**src/rtl/wpc_pkg.sv**
```systemverilog
`timescale 1ns/1ps
// Shared constants and types for the write precompensation selector.
// Assumes the code and rate encodings listed in the brief.
package wpc_pkg;
    typedef enum logic [1:0] {
        SHIFT_NONE  = 2'b00,
        SHIFT_EARLY = 2'b01,
        SHIFT_LATE  = 2'b10
    } shift_dir_t;

    localparam int          UNITS_MAX   = 6;
    localparam logic [2:0]  PC_DEFAULT  = 3'b000;
    localparam logic [2:0]  PC_OFF      = 3'b111;
    localparam logic [1:0]  RATE_1M     = 2'b11;
    localparam int          DEF_UNITS_SLOW = 3;
    localparam int          DEF_UNITS_FAST = 1;
endpackage

```
**src/rtl/wpc_step_decode.sv**
```systemverilog
`timescale 1ns/1ps
// Turns the shift code, rate and track gate into a shift size in clocks.
// Purely combinational; the caller holds the inputs steady per burst.
module wpc_step_decode
    import wpc_pkg::*;
#(
    parameter int TRACK_W      = 8,
    parameter int CLK_PER_UNIT = 1,
    parameter int STEP_W       = 3
) (
    input  logic [2:0]         pc_code,
    input  logic [1:0]         rate_sel,
    input  logic [TRACK_W-1:0] track_cur,
    input  logic [TRACK_W-1:0] track_start,
    output logic [STEP_W-1:0]  shift_steps
);
    int units;

    // Map the code to units, then gate with the starting-track compare.
    always_comb begin
        case (pc_code)
            PC_OFF:     units = 0;
            PC_DEFAULT: units = (rate_sel == RATE_1M) ? DEF_UNITS_FAST : DEF_UNITS_SLOW;
            default:    units = int'(pc_code);
        endcase
        if (track_cur < track_start)
            units = 0;
        shift_steps = STEP_W'(units * CLK_PER_UNIT);
    end
endmodule

```
**src/rtl/wpc_pattern.sv**
```systemverilog
`timescale 1ns/1ps
// Holds the recent pulse history in a tapped line and classifies the pulse
// at the centre tap by comparing distances to its nearest neighbours.
// Assumes at most one neighbour per side inside the window.
module wpc_pattern
    import wpc_pkg::*;
#(
    parameter int WIN = 16
) (
    input  logic       clk,
    input  logic       rst_n,
    input  logic       wd_in,
    output logic       center_hit,
    output shift_dir_t dir
);
    localparam int LEN    = 2 * WIN + 1;
    localparam int DIST_W = $clog2(WIN + 2);

    logic [LEN-1:0]    tap;
    logic [DIST_W-1:0] d_next;
    logic [DIST_W-1:0] d_prev;

    // Shift new samples in at index 0; older samples move to higher indices.
    always_ff @(posedge clk) begin
        if (!rst_n)
            tap <= '0;
        else
            tap <= {tap[LEN-2:0], wd_in};
    end

    assign center_hit = tap[WIN];

    // Find the nearest later and earlier pulse; WIN+1 means none in reach.
    always_comb begin
        d_next = DIST_W'(WIN + 1);
        d_prev = DIST_W'(WIN + 1);
        for (int k = WIN; k >= 1; k--) begin
            if (tap[WIN-k]) d_next = DIST_W'(k);
            if (tap[WIN+k]) d_prev = DIST_W'(k);
        end
    end

    // Closer follower asks for late, closer predecessor for early.
    always_comb begin
        if (!center_hit)
            dir = SHIFT_NONE;
        else if (d_next < d_prev)
            dir = SHIFT_LATE;
        else if (d_prev < d_next)
            dir = SHIFT_EARLY;
        else
            dir = SHIFT_NONE;
    end
endmodule

```
**src/rtl/wpc_emit.sv**
```systemverilog
`timescale 1ns/1ps
// Places each classified pulse into an output delay line at slot
// MAX_DLY +/- steps and shifts it out. Assumes pulses never collide.
module wpc_emit
    import wpc_pkg::*;
#(
    parameter int MAX_DLY = 6,
    parameter int STEP_W  = 3
) (
    input  logic              clk,
    input  logic              rst_n,
    input  logic              center_hit,
    input  shift_dir_t        dir,
    input  logic [STEP_W-1:0] shift_steps,
    output logic              wd_out
);
    localparam int LINE = 2 * MAX_DLY + 1;

    logic [LINE-1:0] out_line;
    logic [LINE-1:0] ins;
    int              slot;

    // Choose the insertion slot and build a one-hot mask for it.
    always_comb begin
        case (dir)
            SHIFT_LATE:  slot = MAX_DLY + int'(shift_steps);
            SHIFT_EARLY: slot = MAX_DLY - int'(shift_steps);
            default:     slot = MAX_DLY;
        endcase
        for (int i = 0; i < LINE; i++)
            ins[i] = center_hit && (i == slot);
    end

    // Advance the line by one slot per clock and merge the new pulse.
    always_ff @(posedge clk) begin
        if (!rst_n)
            out_line <= '0;
        else
            out_line <= {1'b0, out_line[LINE-1:1]} | ins;
    end

    assign wd_out = out_line[0];
endmodule

```
**src/rtl/write_precomp.sv**
```systemverilog
`timescale 1ns/1ps
// Write precompensation top: pattern classifier, shift decoder and
// output delay line. Latency is WIN+1+MAX_DLY clocks for an unshifted pulse.
// Assumes input pulse spacing of at least 2*MAX_DLY+2 clocks.
module write_precomp
    import wpc_pkg::*;
#(
    parameter int TRACK_W      = 8,
    parameter int WIN          = 16,
    parameter int CLK_PER_UNIT = 1
) (
    input  logic               clk,
    input  logic               rst_n,
    input  logic               wd_in,
    input  logic [2:0]         pc_code,
    input  logic [1:0]         rate_sel,
    input  logic [TRACK_W-1:0] track_cur,
    input  logic [TRACK_W-1:0] track_start,
    output logic               wd_out
);
    localparam int MAX_DLY = UNITS_MAX * CLK_PER_UNIT;
    localparam int STEP_W  = $clog2(MAX_DLY + 1);

    logic              center_hit;
    shift_dir_t        dir;
    logic [STEP_W-1:0] shift_steps;

    wpc_pattern #(.WIN(WIN)) u_pattern (
        .clk(clk), .rst_n(rst_n), .wd_in(wd_in),
        .center_hit(center_hit), .dir(dir)
    );

    wpc_step_decode #(.TRACK_W(TRACK_W), .CLK_PER_UNIT(CLK_PER_UNIT), .STEP_W(STEP_W)) u_decode (
        .pc_code(pc_code), .rate_sel(rate_sel),
        .track_cur(track_cur), .track_start(track_start),
        .shift_steps(shift_steps)
    );

    wpc_emit #(.MAX_DLY(MAX_DLY), .STEP_W(STEP_W)) u_emit (
        .clk(clk), .rst_n(rst_n), .center_hit(center_hit), .dir(dir),
        .shift_steps(shift_steps), .wd_out(wd_out)
    );
endmodule

```
**config.mk**
```make
export PLATFORM = sky130hd
export DESIGN_NAME = write_precomp
export DESIGN_NICKNAME = d
export VERILOG_FILES = /design/src/rtl/wpc_pkg.sv /design/src/rtl/wpc_step_decode.sv /design/src/rtl/wpc_pattern.sv /design/src/rtl/wpc_emit.sv /design/src/rtl/write_precomp.sv
export SDC_FILE = /design/constraint.sdc
export NUM_CORES = 1
export LEC_CHECK = 0
export BUFFER_PORTS_ARGS = -buffer_cell sky130_fd_sc_hd__buf_2
export CAP_MARGIN = 25
export CORE_ASPECT_RATIO = 1.1
export CORE_MARGIN = 4
export CORE_UTILIZATION = 40
export DETAILED_ROUTE_END_ITERATION = 6
export GPL_TIMING_DRIVEN = 0
export SYNTH_ARGS = -nofsm -noshare
export SYNTH_HDL_FRONTEND = slang
export SYNTH_SLANG_ARGS = --single-unit
```
**constraint.sdc**
```tcl
create_clock -name clk -period 3.4 [get_ports clk]
set_input_delay 0.51 -clock clk [delete_from_list [all_inputs] [get_ports clk]]
set_output_delay 0.51 -clock clk [all_outputs]
set_load 0.01 [all_outputs]
```
==> results of run 1 <==
how the worst min path moves through the flow:
| stage | from | to | slack (ps) |
|---|---|---|---|
| after CTS | wd_in | u_pattern.tap[0]$_SDFF_PN0_ | 410 |
| after global routing | wd_in | u_pattern.tap[0]$_SDFF_PN0_ | 440 |
| final | wd_in | u_pattern.tap[0]$_SDFF_PN0_ | 420 |
| after floorplan | u_emit.out_line[4]$_SDFF_PN0_ | u_emit.out_line[3]$_SDFF_PN0_ | 410 |
| after detailed placement | u_emit.out_line[8]$_SDFF_PN0_ | u_emit.out_line[7]$_SDFF_PN0_ | 420 |
| after global placement | u_emit.out_line[8]$_SDFF_PN0_ | u_emit.out_line[7]$_SDFF_PN0_ | 410 |
kinds of logic (layout without fill, tap and decap cells):
kind of cell | Yosys count | count (layout) | share of synthesized area, %
buffers and inverters | 26 | 58 | 4.37
adders and majority gates | 15 | 15 | 8.40
DFF | 46 | 46 | 41.2
AOI/OAI and AO/OA | 60 | 60 | 19.8
muxes | 1 | 1 | 0.448
and+or+nand+nor | 105 | 105 | 25.7
power by group through the flow:
stage          clock (W)  sequential (W)  combinational (W)
2_1_floorplan          0        0.000554          0.0000876
3_3_place_gp           0        0.000554           0.000121
3_5_place_dp           0        0.000554           0.000122
4_1_cts         0.000347        0.000542           0.000123
5_1_grt         0.000366        0.000542           0.000141
6_report        0.000338        0.000542           0.000121
per-stage QoR:
stage	total power [W]	TNS [ps]	cells	utilization, %
global route	0.00105	0	360	47.3
finish	0.00100	0	360	47.3
global placement	0.000676	0	352	45.4
floorplan	0.000641	0	253	-
CTS	0.00101	0	360	47.1
detailed placement	0.000677	-10.1	352	45.4
registers in the layout (all words and copies together), names as in the netlist:
| signal | count |
|---|---|
| u_emit.out_line | 13 |
| u_pattern.tap | 33 |
cell type report:
cell class	count	area (um^2)	share of cell area (%)
inverters	21	78.8	3.09
clock inverters	1	5.00	0.196
plain buffers	5	18.8	0.736
flip-flops and latches	46	921	36.1
clock buffers	7	86.3	3.38
well taps	75	93.8	3.68
repair buffers	24	120	4.71
multi-input cells	181	1230	48.1
routing by layer:
layer	vias to the layer above	GRT usage (%)	share of wire [%]
li1	949	-	-
met1	795	17.1	51
met5	-	0	0
met4	0	4.69	1.6
met2	28	21.9	44
met3	5	2.29	3.5
cell usage in the layout, fill, tap and decap left out, types with 4 or more instances in the layout:
| cell type | count |
|---|---|
| a21oi_1 | 12 |
| a22o_1 | 4 |
| and2_1 | 34 |
| buf_2 | 24 |
| clkbuf_1 | 6 |
| clkbuf_8 | 6 |
| dfxtp_1 | 46 |
| ha_1 | 15 |
| inv_1 | 19 |
| nand2_1 | 20 |
| nand2b_1 | 5 |
| nand3_1 | 6 |
| nor2_1 | 11 |
| nor3_1 | 10 |
| nor4_1 | 7 |
| o21ai_1 | 11 |
| o21bai_1 | 6 |
critical path, delay by kind of cell:
| family | cells | cell delay (ps) |
|---|---|---|
| AO/OA/AOI/OAI | 5 | 1030 |
| buffers and inverters | 2 | 190 |
| adder cells (fa/ha/maj) | 2 | 610 |
| AND/OR/NAND/NOR | 3 | 1000 |
what timing repair did:
action	in CTS	in global routing
gates resized for setup	1	2
buffers inserted	0	0
endpoints found under the hold margin	0	0
cloned	0	0
endpoints found under the setup margin	2	10
==> results.toml, run 1 <==
[timing]
hold_violations = 0
worstMarginPinSlew_ps = 533
worst_clock_skew_ps = 10.1
relSlewSlack_pct = 64.1
period_needed_ps = 3120
setup_slack_ps = 278
max_clock_freq_ghz = 0.320
drv_slew = 0
fin_crit_sh_pct = 91.8
holdWs_ps = 423
rsz0062_at_grt = "no"
setup_violations = 0

[worst_setup_path]
cp_data_required_time_ps = 3640
critPathCapture = "u_emit.out_line[1]$_SDFF_PN0_"
r2r_start = "u_pattern.tap[8]$_SDFF_PN0_"
cp.arrival_ps = 3360
critPathKind = "input port to register"
critPathMaxStageDelay_ps = 500
slowest_stage = "nor4_1"
setup.worst_path.start = "track_cur[6]"
r2r_slack_ps = 290
critPathMaxFanout = 6
r2r_end = "u_emit.out_line[7]$_SDFF_PN0_"
endpoint_kind = "register"
crit_chain = "buf_2, ha_1, and4_1, a21oi_1, o21ai_1, o21ai_1, inv_1, ha_1, a21oi_1, or2_1, nor4_1, a22o_1"
cp-start-kind = "input port"
ff2ff_path_depth = 11

[synthesis]
ys_seq_area_share_pct = 41.2
netlist_instances = 253
synth_commonest_cells = "dfxtp_1, and2_1, nand2_1"
ys.flop_type = "dfxtp_1"
synth_top_cell_area_share_pct = 41.2
synth_largest_area_cell = "dfxtp_1"
syn-num-nets = 292
synth.avg_cell_area_um2 = 8.83
netlist_area_um2 = 2230
yosysMostFrequentCell = "dfxtp_1"
synth_cell_types = 46
ys_top_cells_by_area = "dfxtp_1, and2_1, ha_1, nand2_1, inv_1"
synth_edf_count = 0
yosys_warnings = 0
async_reset_ff_share_pct = 0
synth-seq-cells = 46

[power]
power_switching_w = 0.000247
p_sw_share_pct = 24.7
clkPwrFrac_pct = 33.7
leakagePower_nw = 1.08
power_density_nw_per_um2 = 392
seq_power_share_pct = 54.1
combPwrFrac_pct = 12.1
power.internal_w = 0.000754
irDropWorstVdd_mv = 0.166

[finish]
drive_gt1_share_pct = 15.8
fillCellCount = 554
nNetsFinal = 323
n_antenna_cell = 0
stdcell_area_um2 = 2550
syn2layout_area_growth_pct = 14.2

[clocking]
cts_max_level = 2
path_clk_slew_ps = 80
cts_root_buf = "clkbuf_8"
cts_hold_buf = 0
cts_made_buffers = 5
cts.sinks = 46
cts_tree = "done"
worstSkewPairLatency_ps = 300
clockBufferDepth = 2

[detailed_routing]
drt_pass1_iterations = 4
viasPerCell = 4.94
wl_per_cell_um = 11.4
final_antenna_net_count = 0
routed_wl_um = 4100
post-route-drc-count = 0
drtIter0Drc = 59
vias = 1777

[run_status]
status = "finished, final reports clean"

[floorplanning]
rows = 28
ioPinCount = 25
dieWidth_um = 79.2
die_area_um2 = 6840
initial_core_util_pct = 41.4
die_y_um = 86.4
fp.coreArea_um2 = 5400

[worst_hold_path]
hold_path_class = "input port to register"
hold_path_depth = 2

[global_routing]
track_usage_pct = 13.2
grt_pass1_wl_um = 7350
grt_max_degree = 14
gr-total-overflow = 0
antenna_found_initial = 0
grt_pass1_vias = 1691

[place]
dp_hpwl_um = 3190
placed_area_um2 = 2450
post-place-ws_ps = -7.73
gp_congestion = 0.855
numPortBuffers = 24

[job]
max_cap_viol_count = 0
Note: power is estimated with default switching activity, not from simulation.
==> run 2, diff against run 1 <==
Settings changed: CORE_ASPECT_RATIO 1.1 to 0.8.
==> run 2 against run 1 <==
Against the previous run:
- clock skew is 3.0 ps lower
- critical path depth fell by 1
- sequential power hardly changed
- total power decreased by 0.50%
- non-clock buffer count did not move
- routed wire length grew 0.73%
- clock power down 2%
- core utilization is 0.39 points lower
- highest routed layer unchanged
==> results.toml, run 2 (synthesized netlist as in run 1, its figures left out) <==
[worst_hold_path]
hold_path_class = "input port to register"
hold_end = "u_pattern.tap[0]$_SDFF_PN0_"
hp-start = "wd_in"
hold_path_depth = 2

[clocking]
cts.sinks = 46
cts_made_buffers = 5
clockBufferDepth = 2
cts_setup_buffers = 0
cts_tree = "done"
path_clk_slew_ps = 80
cts_root_buf = "clkbuf_8"
cts_max_level = 2
worstSkewPairLatency_ps = 290

[floorplanning]
dieWidth_um = 91.5
die_y_um = 74.8
ioPinCount = 25
initial_core_util_pct = 41.1
fp.coreArea_um2 = 5440
die_area_um2 = 6850
rows = 24

[finish]
drive_gt1_share_pct = 15.4
stdcell_area_um2 = 2550
n_antenna_cell = 0
syn2layout_area_growth_pct = 14.1
regMostFlops = "u_pattern.tap"
final_cell_mix = "dfxtp_1, and2_1, buf_2"
stdcell_count = 363
layout_commonest_cell = "dfxtp_1"
fillCellCount = 526
top_regs = "u_pattern.tap x33, u_emit.out_line x13"
fin_util_pct = 46.9
largest_register_ffs = 33
nNetsFinal = 323

[timing]
worst_clock_skew_ps = 7.04
worstMarginPinSlew_ps = 498
setup_violations = 0
drv_slew = 0
relSlewSlack_pct = 66.8
setup_slack_ps = 197
period_needed_ps = 3200
max_clock_freq_ghz = 0.312
rsz0062_at_grt = "no"
fin_crit_sh_pct = 94.2
hold_violations = 0
setup-tns-final_ps = 0

[global_routing]
track_usage_pct = 13.3
grt_max_degree = 14
grt_pass1_vias = 1637
gr-total-overflow = 0
grt_pass1_wl_um = 7220
antenna_found_initial = 0

[worst_setup_path]
r2r_start = "u_pattern.tap[8]$_SDFF_PN0_"
cp.arrival_ps = 3430
ff2ff_path_depth = 11
endpoint_kind = "register"
critPathMaxFanout = 9
cp-start-kind = "register"
r2r_slack_ps = 200
cp_data_required_time_ps = 3620
r2r_end = "u_emit.out_line[3]$_SDFF_PN0_"
critPathKind = "register to register"

[place]
numPortBuffers = 24
dp.cells = 355
dp_hpwl_um = 3190
placed_area_um2 = 2450
gp_congestion = 0.811
post-place-ws_ps = 41.4

[power]
power_density_nw_per_um2 = 391
irDropWorstVdd_mv = 0.256
leakagePower_nw = 1.08

[detailed_routing]
drt_pass1_iterations = 4
vias = 1747
wl_per_cell_um = 11.4
post-route-drc-count = 0
viasPerCell = 4.81
final_antenna_net_count = 0
drtIter0Drc = 55
routed_wl_um = 4130

[run_status]
status = "finished, final reports clean"

[job]
max_cap_viol_count = 0
==> run 2: cell counts in the layout (fill, tap and decap cells not counted) <==
No cell type changed its count.
==> run 2: final cells by class <==
type / count / area [um^2] / share of cell area [%]
plain buffers: 5 / 18.8 / 0.736
clock buffers: 7 / 86.3 / 3.39
clock inverters: 1 / 5.00 / 0.196
inverters: 21 / 78.8 / 3.09
multi-input cells: 181 / 1220 / 47.9
flip-flops and latches: 46 / 921 / 36.1
well taps: 78 / 97.6 / 3.83
repair buffers: 24 / 120 / 4.71
==> run 2: timing repair <==
item | 4_1_cts | 5_1_grt
gates resized for setup | 0 | 1
endpoints found under the setup margin | 0 | 3
hold buffers | 0 | 0
==> run 2: routing by layer <==
metal | part of all wire, % | vias up | GRT usage (%) | routed length (um)
li1 | - | 949 | - | -
met1 | 55 | 771 | 18.0 | 2290
met2 | 40 | 22 | 20.5 | 1640
met3 | 3.8 | 5 | 4.30 | 159
met4 | 1.1 | 0 | 4.01 | 44
met5 | 0 | - | 0 | 0
==> run 2: power by group <==
group / leakage [nW] / internal (W) / switching, W
Sequential: 0.371 / 0.000540 / 0.00000155
Combinational: 0.663 / 0.0000492 / 0.0000728
Clock: 0.0482 / 0.000164 / 0.000168
Total: 1.08 / 0.000753 / 0.000243
==> run 2: how the worst max path moves through the flow <==
| stage | startpoint | endpoint | cells past startpoint |
|---|---|---|---|
| after floorplan | u_pattern.tap[8]$_SDFF_PN0_ | u_emit.out_line[7]$_SDFF_PN0_ | 11 |
| after global placement | track_cur[6] | u_emit.out_line[7]$_SDFF_PN0_ | 12 |
| after detailed placement | track_cur[6] | u_emit.out_line[3]$_SDFF_PN0_ | 12 |
| after CTS | u_pattern.tap[8]$_SDFF_PN0_ | u_emit.out_line[3]$_SDFF_PN0_ | 11 |
| after global routing | u_pattern.tap[8]$_SDFF_PN0_ | u_emit.out_line[3]$_SDFF_PN0_ | 11 |
| final | u_pattern.tap[8]$_SDFF_PN0_ | u_emit.out_line[3]$_SDFF_PN0_ | 11 |
==> run 2: worst max-delay path, stage by stage (launching register included) <==
cell       delay, ps
dfxtp_1          350
nor4_2           360
nand2b_1         100
a2111oi_0        460
ha_1             300
and3_1           180
o21ai_2          130
nand2_4          140
a2111oi_4        370
nor2_2            70
or4_4            540
o21ai_2          130
==> run 2: stage by stage <==
| step | total power [W] | hold WS (ps) |
|---|---|---|
| after CTS | 0.00101 | 414 |
| after detailed placement | 0.000676 | 421 |
| after floorplan | 0.000641 | 406 |
| after global placement | 0.000675 | 417 |
| after global routing | 0.00105 | 438 |
| final | 0.000996 | 423 |
